[config.mk]
export PLATFORM = sky130hd
export DESIGN_NAME = gpio_mismatch_irq
export DESIGN_NICKNAME = d
export VERILOG_FILES = /design/src/rtl/gmi_pkg.sv /design/src/rtl/gmi_sync.sv /design/src/rtl/gmi_cmd_decode.sv /design/src/rtl/gmi_ref_reg.sv /design/src/rtl/gpio_mismatch_irq.sv
export SDC_FILE = /design/constraint.sdc
export NUM_CORES = 1
export LEC_CHECK = 0
export ABC_AREA = 1
export BUFFER_PORTS_ARGS = -buffer_cell sky130_fd_sc_hd__buf_2
export CAP_MARGIN = 20
export CORE_UTILIZATION = 40
export DETAILED_ROUTE_END_ITERATION = 6
export PLACE_DENSITY = 0.78
export SLEW_MARGIN = 20
export SYNTH_ARGS = -nofsm -noshare
export SYNTH_HDL_FRONTEND = slang
export SYNTH_SLANG_ARGS = --single-unit
[constraint.sdc]
create_clock -name clk -period 1.1 [get_ports clk]
set_clock_uncertainty 0.2 [all_clocks]
set_input_delay 0 -clock clk [delete_from_list [all_inputs] [get_ports clk]]
set_output_delay 0 -clock clk [all_outputs]
set_load 0.01 [all_outputs]
[src/rtl/gmi_pkg.sv]
package gmi_pkg;
  // Field index inside the register word; each field is NPIN bits wide.
  localparam int FLD_STATE = 0;
  localparam int FLD_REF   = 1;
  localparam int FLD_SET   = 2;
  localparam int FLD_CLR   = 3;
  localparam int NUM_FLDS  = 4;
endpackage

[src/rtl/gmi_sync.sv]
module gmi_sync #(
  parameter int WIDTH  = 8,
  parameter int STAGES = 2
) (
  input  logic             clk,
  input  logic             rst_n,
  input  logic [WIDTH-1:0] d_i,
  output logic [WIDTH-1:0] q_o
);
  logic [WIDTH-1:0] stage_q [STAGES];

  always_ff @(posedge clk or negedge rst_n) begin
    if (!rst_n) stage_q[0] <= '0;
    else        stage_q[0] <= d_i;
  end

  for (genvar s = 1; s < STAGES; s++) begin : g_stage
    always_ff @(posedge clk or negedge rst_n) begin
      if (!rst_n) stage_q[s] <= '0;
      else        stage_q[s] <= stage_q[s-1];
    end
  end

  assign q_o = stage_q[STAGES-1];
endmodule

[src/rtl/gmi_cmd_decode.sv]
module gmi_cmd_decode
  import gmi_pkg::*;
#(
  parameter int NPIN  = 8,
  localparam int REG_W = NUM_FLDS * NPIN
) (
  input  logic             wr_en,
  input  logic [REG_W-1:0] wr_data,
  output logic [NPIN-1:0]  set_o,
  output logic [NPIN-1:0]  clr_o
);
  always_comb begin
    set_o = wr_en ? wr_data[FLD_SET*NPIN +: NPIN] : '0;
    clr_o = wr_en ? wr_data[FLD_CLR*NPIN +: NPIN] : '0;
  end
endmodule

[src/rtl/gmi_ref_reg.sv]
module gmi_ref_reg #(
  parameter int NPIN = 8
) (
  input  logic            clk,
  input  logic            rst_n,
  input  logic [NPIN-1:0] set_i,
  input  logic [NPIN-1:0] clr_i,
  output logic [NPIN-1:0] ref_o
);
  for (genvar i = 0; i < NPIN; i++) begin : g_bit
    always_ff @(posedge clk or negedge rst_n) begin
      if (!rst_n)        ref_o[i] <= 1'b0;
      else if (clr_i[i]) ref_o[i] <= 1'b0;   // clear has priority
      else if (set_i[i]) ref_o[i] <= 1'b1;
    end
  end
endmodule

[src/rtl/gpio_mismatch_irq.sv]
module gpio_mismatch_irq
  import gmi_pkg::*;
#(
  parameter int NPORT         = 2,
  parameter int PINS_PER_PORT = 4,
  parameter int SYNC_STAGES   = 2,
  localparam int NPIN  = NPORT * PINS_PER_PORT,
  localparam int REG_W = NUM_FLDS * NPIN
) (
  input  logic             clk,
  input  logic             rst_n,
  input  logic [NPIN-1:0]  pins_i,
  input  logic             wr_en,
  input  logic [REG_W-1:0] wr_data,
  output logic [REG_W-1:0] rd_data,
  output logic             irq_o
);
  logic [NPIN-1:0] pin_sync;
  logic [NPIN-1:0] set_cmd;
  logic [NPIN-1:0] clr_cmd;
  logic [NPIN-1:0] ref_q;
  logic [NPIN-1:0] state;

  gmi_sync #(.WIDTH(NPIN), .STAGES(SYNC_STAGES)) u_sync (
    .clk(clk), .rst_n(rst_n), .d_i(pins_i), .q_o(pin_sync)
  );

  gmi_cmd_decode #(.NPIN(NPIN)) u_dec (
    .wr_en(wr_en), .wr_data(wr_data), .set_o(set_cmd), .clr_o(clr_cmd)
  );

  gmi_ref_reg #(.NPIN(NPIN)) u_ref (
    .clk(clk), .rst_n(rst_n), .set_i(set_cmd), .clr_i(clr_cmd), .ref_o(ref_q)
  );

  // Mismatch is evaluated combinationally so it re-asserts right after
  // an acknowledge that leaves the pin different from its reference.
  assign state = pin_sync ^ ref_q;

  always_comb begin
    rd_data = '0;
    rd_data[FLD_STATE*NPIN +: NPIN] = state;
    rd_data[FLD_REF*NPIN   +: NPIN] = ref_q;
  end

  assign irq_o = |state;
endmodule

==> impl_metrics.ini, run 1 <==
[clocking]
htreeDepth = 1
cts_max_path_buffers = 2
clock_sinks = 24
tritoncts = done
clk_pin_slew_ps = 130
clk_latency_ps = 330
root_buffer = clkbuf_4
numCtsBuffers = 3

[global_routing]
grt_max_degree = 25
grt_pass1_vias = 1151
antenna_found_initial = 0
grt_pass1_wl_mm = 4.95
grt.total_usage_pct = 25.1
grt-ovfl-total = 0

[cells_and_area]
final_util_pct = 73.2
fin_cells = 242
area_growth_pct = 69.7
stdcell_area_um2 = 1850
nFillCells = 151
fin_nets = 256
drive_gt1_share_pct = 47.2
antennaDiodeCount = 0

[floorplan]
ios = 76
rows = 18
initial_core_util_pct = 43.1
core_um2 = 2520
die_y_um = 54.1
die_area_um2 = 2930
die_w_um = 54.1

[routing]
ant_nets = 0
wl_per_cell_um = 15.4
drtPass1Iterations = 4
drc = 0
drtIter0Drc = 48
wl_mm = 3.73
vias = 1146
viasPerCell = 4.74

[synthesis]
synth_cells = 122
netlist_area_um2 = 1090
ys_seq_area_share_pct = 55.2
yosysWarnings = 0
yosys.area.top_type = dfrtp_1
avgSynthCellArea_um2 = 8.91
synth_top_area_share_pct = 55.2
yosysUniqueCellTypes = 9
synth.area.top_cells = dfrtp_1, nand2_1, buf_4
ys_ff_latch = 24

[critical_path]
crit_type = flop to output pin
r2r_cells = 6
cp.arrival_ps = 1390
crit_path_frequent_cell = nand2_2
end_kind = output pin
crit_fanout = 3
cp_cell_sequence = inv_2 -> nand2_2 -> nand2_2 -> nand2_2 -> nor2_2 -> nand2_1 -> buf_2
startpoint_type = flop
cp_slowest_cell = dfrtp_1
max_stage_delay_ps = 460
cp.required_ps = 900

[power]
pwr-share-clk_pct = 21.8
seq_power_share_pct = 44.9
pwr-share-comb_pct = 33.3
cellLeakagePower_nw = 1.05
intPower_mw = 1.54
peakVddDrop_mv = 1.12
p_switching_uw = 681
switching_share_pct = 30.6
power_density_nw_per_um2 = 1210

[job]
max_cap_viol_count = 0

[sta]
setup_ws_ps = -488
finalHoldViolations = 24
setup_viol = 21
fin_tns_setup_ps = -3890
slew_headroom_pct = 64.4
finalCritPeriodShare_pct = 144
drv_slew = 0
grt_setup_unrepaired = yes
worstMarginPinSlew_ps = 535
hold_slack_ps = -14.4
max_freq_ghz = 0.630
period_minus_slack_ps = 1590

[placement]
dp.cells = 202
post-place-ws_ps = -55.4
place_area_um2 = 1330
port-buffer-count = 43
gp_congestion = 0.738
detailed_place_hpwl_mm = 1.59

[run_status]
violations = negative hold slack, negative setup slack
status = finished, violations left

[worst_hold_path]
hold_path_class = input port to async pin
[power groups by stage]
stage / clock (mW) / combinational (mW) / sequential, mW
6_report: 0.485 / 0.740 / 0.999
5_1_grt: 0.523 / 0.795 / 1.00
2_1_floorplan: 0 / 0.229 / 1.01
3_3_place_gp: 0 / 0.402 / 0.992
3_5_place_dp: 0 / 0.413 / 1.00
4_1_cts: 0.473 / 0.655 / 0.984
[per-stage QoR]
step / hold slack (ps) / power, mW
after floorplan: -496 / 1.24
after global placement: -207 / 1.39
after detailed placement: -192 / 1.41
after CTS: -9.96 / 2.11
after global routing: 31.5 / 2.32
final: -14.4 / 2.22
[layer usage]
layer,vias to the layer above,share of wire (%),track usage (%),wire [um]
li1,496,-,-,-
met1,540,34,25.2,1270
met2,86,53,46.5,1990
met3,24,8.0,5.93,299
met4,0,4.6,13.7,172
met5,-,0,0,0
[cells in the final DEF, fill, tap and decap left out]
cell type | netlist | final
dlygate4sd3_1 | 0 | 26
clkbuf_4 | 0 | 4
buf_4 | 16 | 7
inv_1 | 32 | 18
dfrtp_1 | 24 | 24
a22o_1 | 8 | 8
conb_1 | 1 | 16
nor2_2 | 0 | 2
clkbuf_8 | 0 | 1
nand2_2 | 0 | 17
inv_2 | 0 | 14
nand2_1 | 37 | 20
buf_2 | 0 | 34
buf_6 | 1 | 21
[synth_stat cells]
| cell type | number |
|---|---|
| buf_6 | 1 |
| inv_1 | 32 |
| dfrtp_1 | 24 |
| buf_8 | 1 |
| buf_4 | 16 |
| conb_1 | 1 |
| nand2_1 | 37 |
| a22o_1 | 8 |
| nor2_1 | 2 |
[sequential cells by signal, summed over array words and instances, names as in the netlist]
name            cells
u_sync.stage_q      8
u_ref.ref_o         8
u_sync.q_o          8
[worst paths after layout]
| check | startpoint | to | slack [ps] |
|---|---|---|---|
| max | u_ref.ref_o[3] | irq_o | -490 |
| min | rst_n | u_sync.stage_q[11] | -10 |
| max reg2reg | u_ref.ref_o[6] | u_ref.ref_o[6] | -160 |
| min reg2reg | u_sync.stage_q[12] | u_sync.q_o[4] | 180 |
| max in group asynchronous | rst_n | u_sync.stage_q[12] | 360 |
| min in group clk | pins_i[3] | u_sync.stage_q[11] | 100 |
[final cells by class]
cell class / count / area (um2) / share of cell area (%)
clock buffer: 4 / 36.3 / 1.97
tap: 30 / 37.5 / 2.03
sequential: 24 / 601 / 32.5
multi-input combinational: 63 / 324 / 17.6
inverter: 32 / 120 / 6.51
timing repair buffer: 89 / 727 / 39.4
[critical path, delay by kind of cell, from the launching register on]
| family | cells | cell delay, ps |
|---|---|---|
| DFF | 1 | 460 |
| and+or+nand+nor | 5 | 360 |
| buffers and inverters | 2 | 240 |
[cell families after synthesis]
family                 Yosys count  synth area share (%)
and+or+nand+nor                 39                  13.5
buffers and inverters           50                  24.5
DFF                             24                  55.2
other                            1                 0.345
AOI/OAI and AO/OA                8                  6.44
[timing repair]
item                                    4_1_cts  5_1_grt
gates resized for setup                      24       40
setup buffers                                16       11
hold endpoints to repair                     40        0
hold buffers                                 26        0
pin swaps                                    15       26
cloned                                        0        0
endpoints found under the setup margin       10       25
(Power assumes the default switching activity.)
==> inputs of run 2 (changes only) <==
Settings changed: RECOVER_POWER set to 100.
==> impl_metrics.ini, run 2 (synthesis results as in run 1) <==
[sta]
setup_ws_ps = -490
fin_tns_setup_ps = -3890
finalCritPeriodShare_pct = 145
max_freq_ghz = 0.629
slew_headroom_pct = 60.3
hold_slack_ps = 5.56
setup_viol = 21
worstMarginPinSlew_ps = 595
finalHoldViolations = 0
grt_setup_unrepaired = yes
period_minus_slack_ps = 1590
drv_slew = 0

[cells_and_area]
antennaDiodeCount = 0
drive_gt1_share_pct = 47.2
fin_cells = 242
layout_commonest_cell = buf_2
mostFrequentLayoutCells = buf_2, dlygate4sd3_1, dfrtp_1
fin_nets = 256
area_growth_pct = 69.7
seq_area_um2 = 601
nFillCells = 151
multi_input_area_um2 = 324

[placement]
dp.cells = 202
gp_congestion = 0.738
port-buffer-count = 43
detailed_place_hpwl_mm = 1.59
post-place-ws_ps = -55.4

[power]
peakVddDrop_mv = 1.13
p_switching_uw = 682
pwr-share-clk_pct = 21.8
seq_power_share_pct = 44.9
switching_share_pct = 30.6
cellLeakagePower_nw = 1.05
pwr-share-comb_pct = 33.3
intPower_mw = 1.54
power_mw = 2.23
power_density_nw_per_um2 = 1210

[critical_path]
r2r_cells = 6
cp.arrival_ps = 1390
startpoint_type = flop
crit_fanout = 3
end_kind = output pin
crit_type = flop to output pin
cp.required_ps = 900

[clocking]
cts_max_path_buffers = 2
root_buffer = clkbuf_4
clk_pin_slew_ps = 130
clk_latency_ps = 330
tritoncts = done
clock_sinks = 24
htreeDepth = 1
numCtsBuffers = 3

[floorplan]
core_um2 = 2520
die_y_um = 54.1
die_area_um2 = 2930
die_w_um = 54.1
ios = 76
rows = 18
initial_core_util_pct = 43.1

[routing]
drc = 0
viasPerCell = 4.75
ant_nets = 0
wl_per_cell_um = 15.4
vias = 1149
wl_mm = 3.73
drtPass1Iterations = 4
drtIter0Drc = 48

[worst_hold_path]
hold_path_class = input port to async pin

[job]
max_cap_viol_count = 0

[global_routing]
grt-ovfl-total = 0
grt_pass1_vias = 1151
grt_max_degree = 25
antenna_found_initial = 0
grt.total_usage_pct = 25.1
grt_pass1_wl_mm = 4.95

[run_status]
status = finished, violations left
violations = negative setup slack
[run 2: cell count changes in the layout (fill, tap and decap cells not counted)]
cell      previous run  this run
buf_2               34        33
clkbuf_2             0         1
[run 2: power by group through the flow]
stage / clock (mW) / combinational, mW / sequential, mW
2_1_floorplan: 0 / 0.229 / 1.01
3_3_place_gp: 0 / 0.402 / 0.992
3_5_place_dp: 0 / 0.413 / 1.00
4_1_cts: 0.473 / 0.655 / 0.984
5_1_grt: 0.523 / 0.794 / 1.00
6_report: 0.485 / 0.741 / 0.999
[run 2: final timing paths]
check / endpoint / slack [ps] / startpoint
setup / recovery: irq_o / -490 / u_ref.ref_o[3]
hold / removal: u_sync.stage_q[11] / 6 / rst_n
setup reg to reg: u_ref.ref_o[6] / -160 / u_ref.ref_o[6]
hold reg to reg: u_sync.q_o[4] / 180 / u_sync.stage_q[12]
max in group asynchronous: u_sync.stage_q[12] / 300 / rst_n
min in group clk: u_sync.stage_q[11] / 100 / pins_i[3]
[run 2: area by class of cell]
class	count	share of cell area [%]
Multi-Input combinational cell	63	17.6
Timing Repair Buffer	89	39.4
Inverter	32	6.51
Clock buffer	4	1.97
Tap cell	30	2.03
Sequential cell	24	32.5
[run 2: timing repair]
action	in CTS	in global routing
hold endpoints to repair	40	0
hold buffers	26	0
buffers inserted	16	11
endpoints found under the setup margin	10	25
resized for setup	24	40
pin swaps	15	26
[run 2: worst max-delay path, stage by stage (launching register included)]
cell and delay, ps:
dfrtp_1 460, inv_2 110, nand2_2 60, nand2_2 90, nand2_2 50, nor2_2 90
nand2_1 70, buf_2 140
[run 2: routing by layer]
layer  up-vias  global-route usage [%]  wire [um]  share of wire (%)
met5         -                       0          0                  0
li1        495                       -          -                  -
met3        23                    5.93        278                7.4
met4         0                    13.7        174                4.7
met2        83                    46.5       2000                 53
met1       548                    25.2       1280                 34
[run 2: per-stage QoR]
step                util [%]  cell area (um2)
floorplan                  -             1140
detailed placement      52.5             1330
global route            73.2             1850
global placement        52.5             1330
finish                  73.2             1850
CTS                     71.9             1810
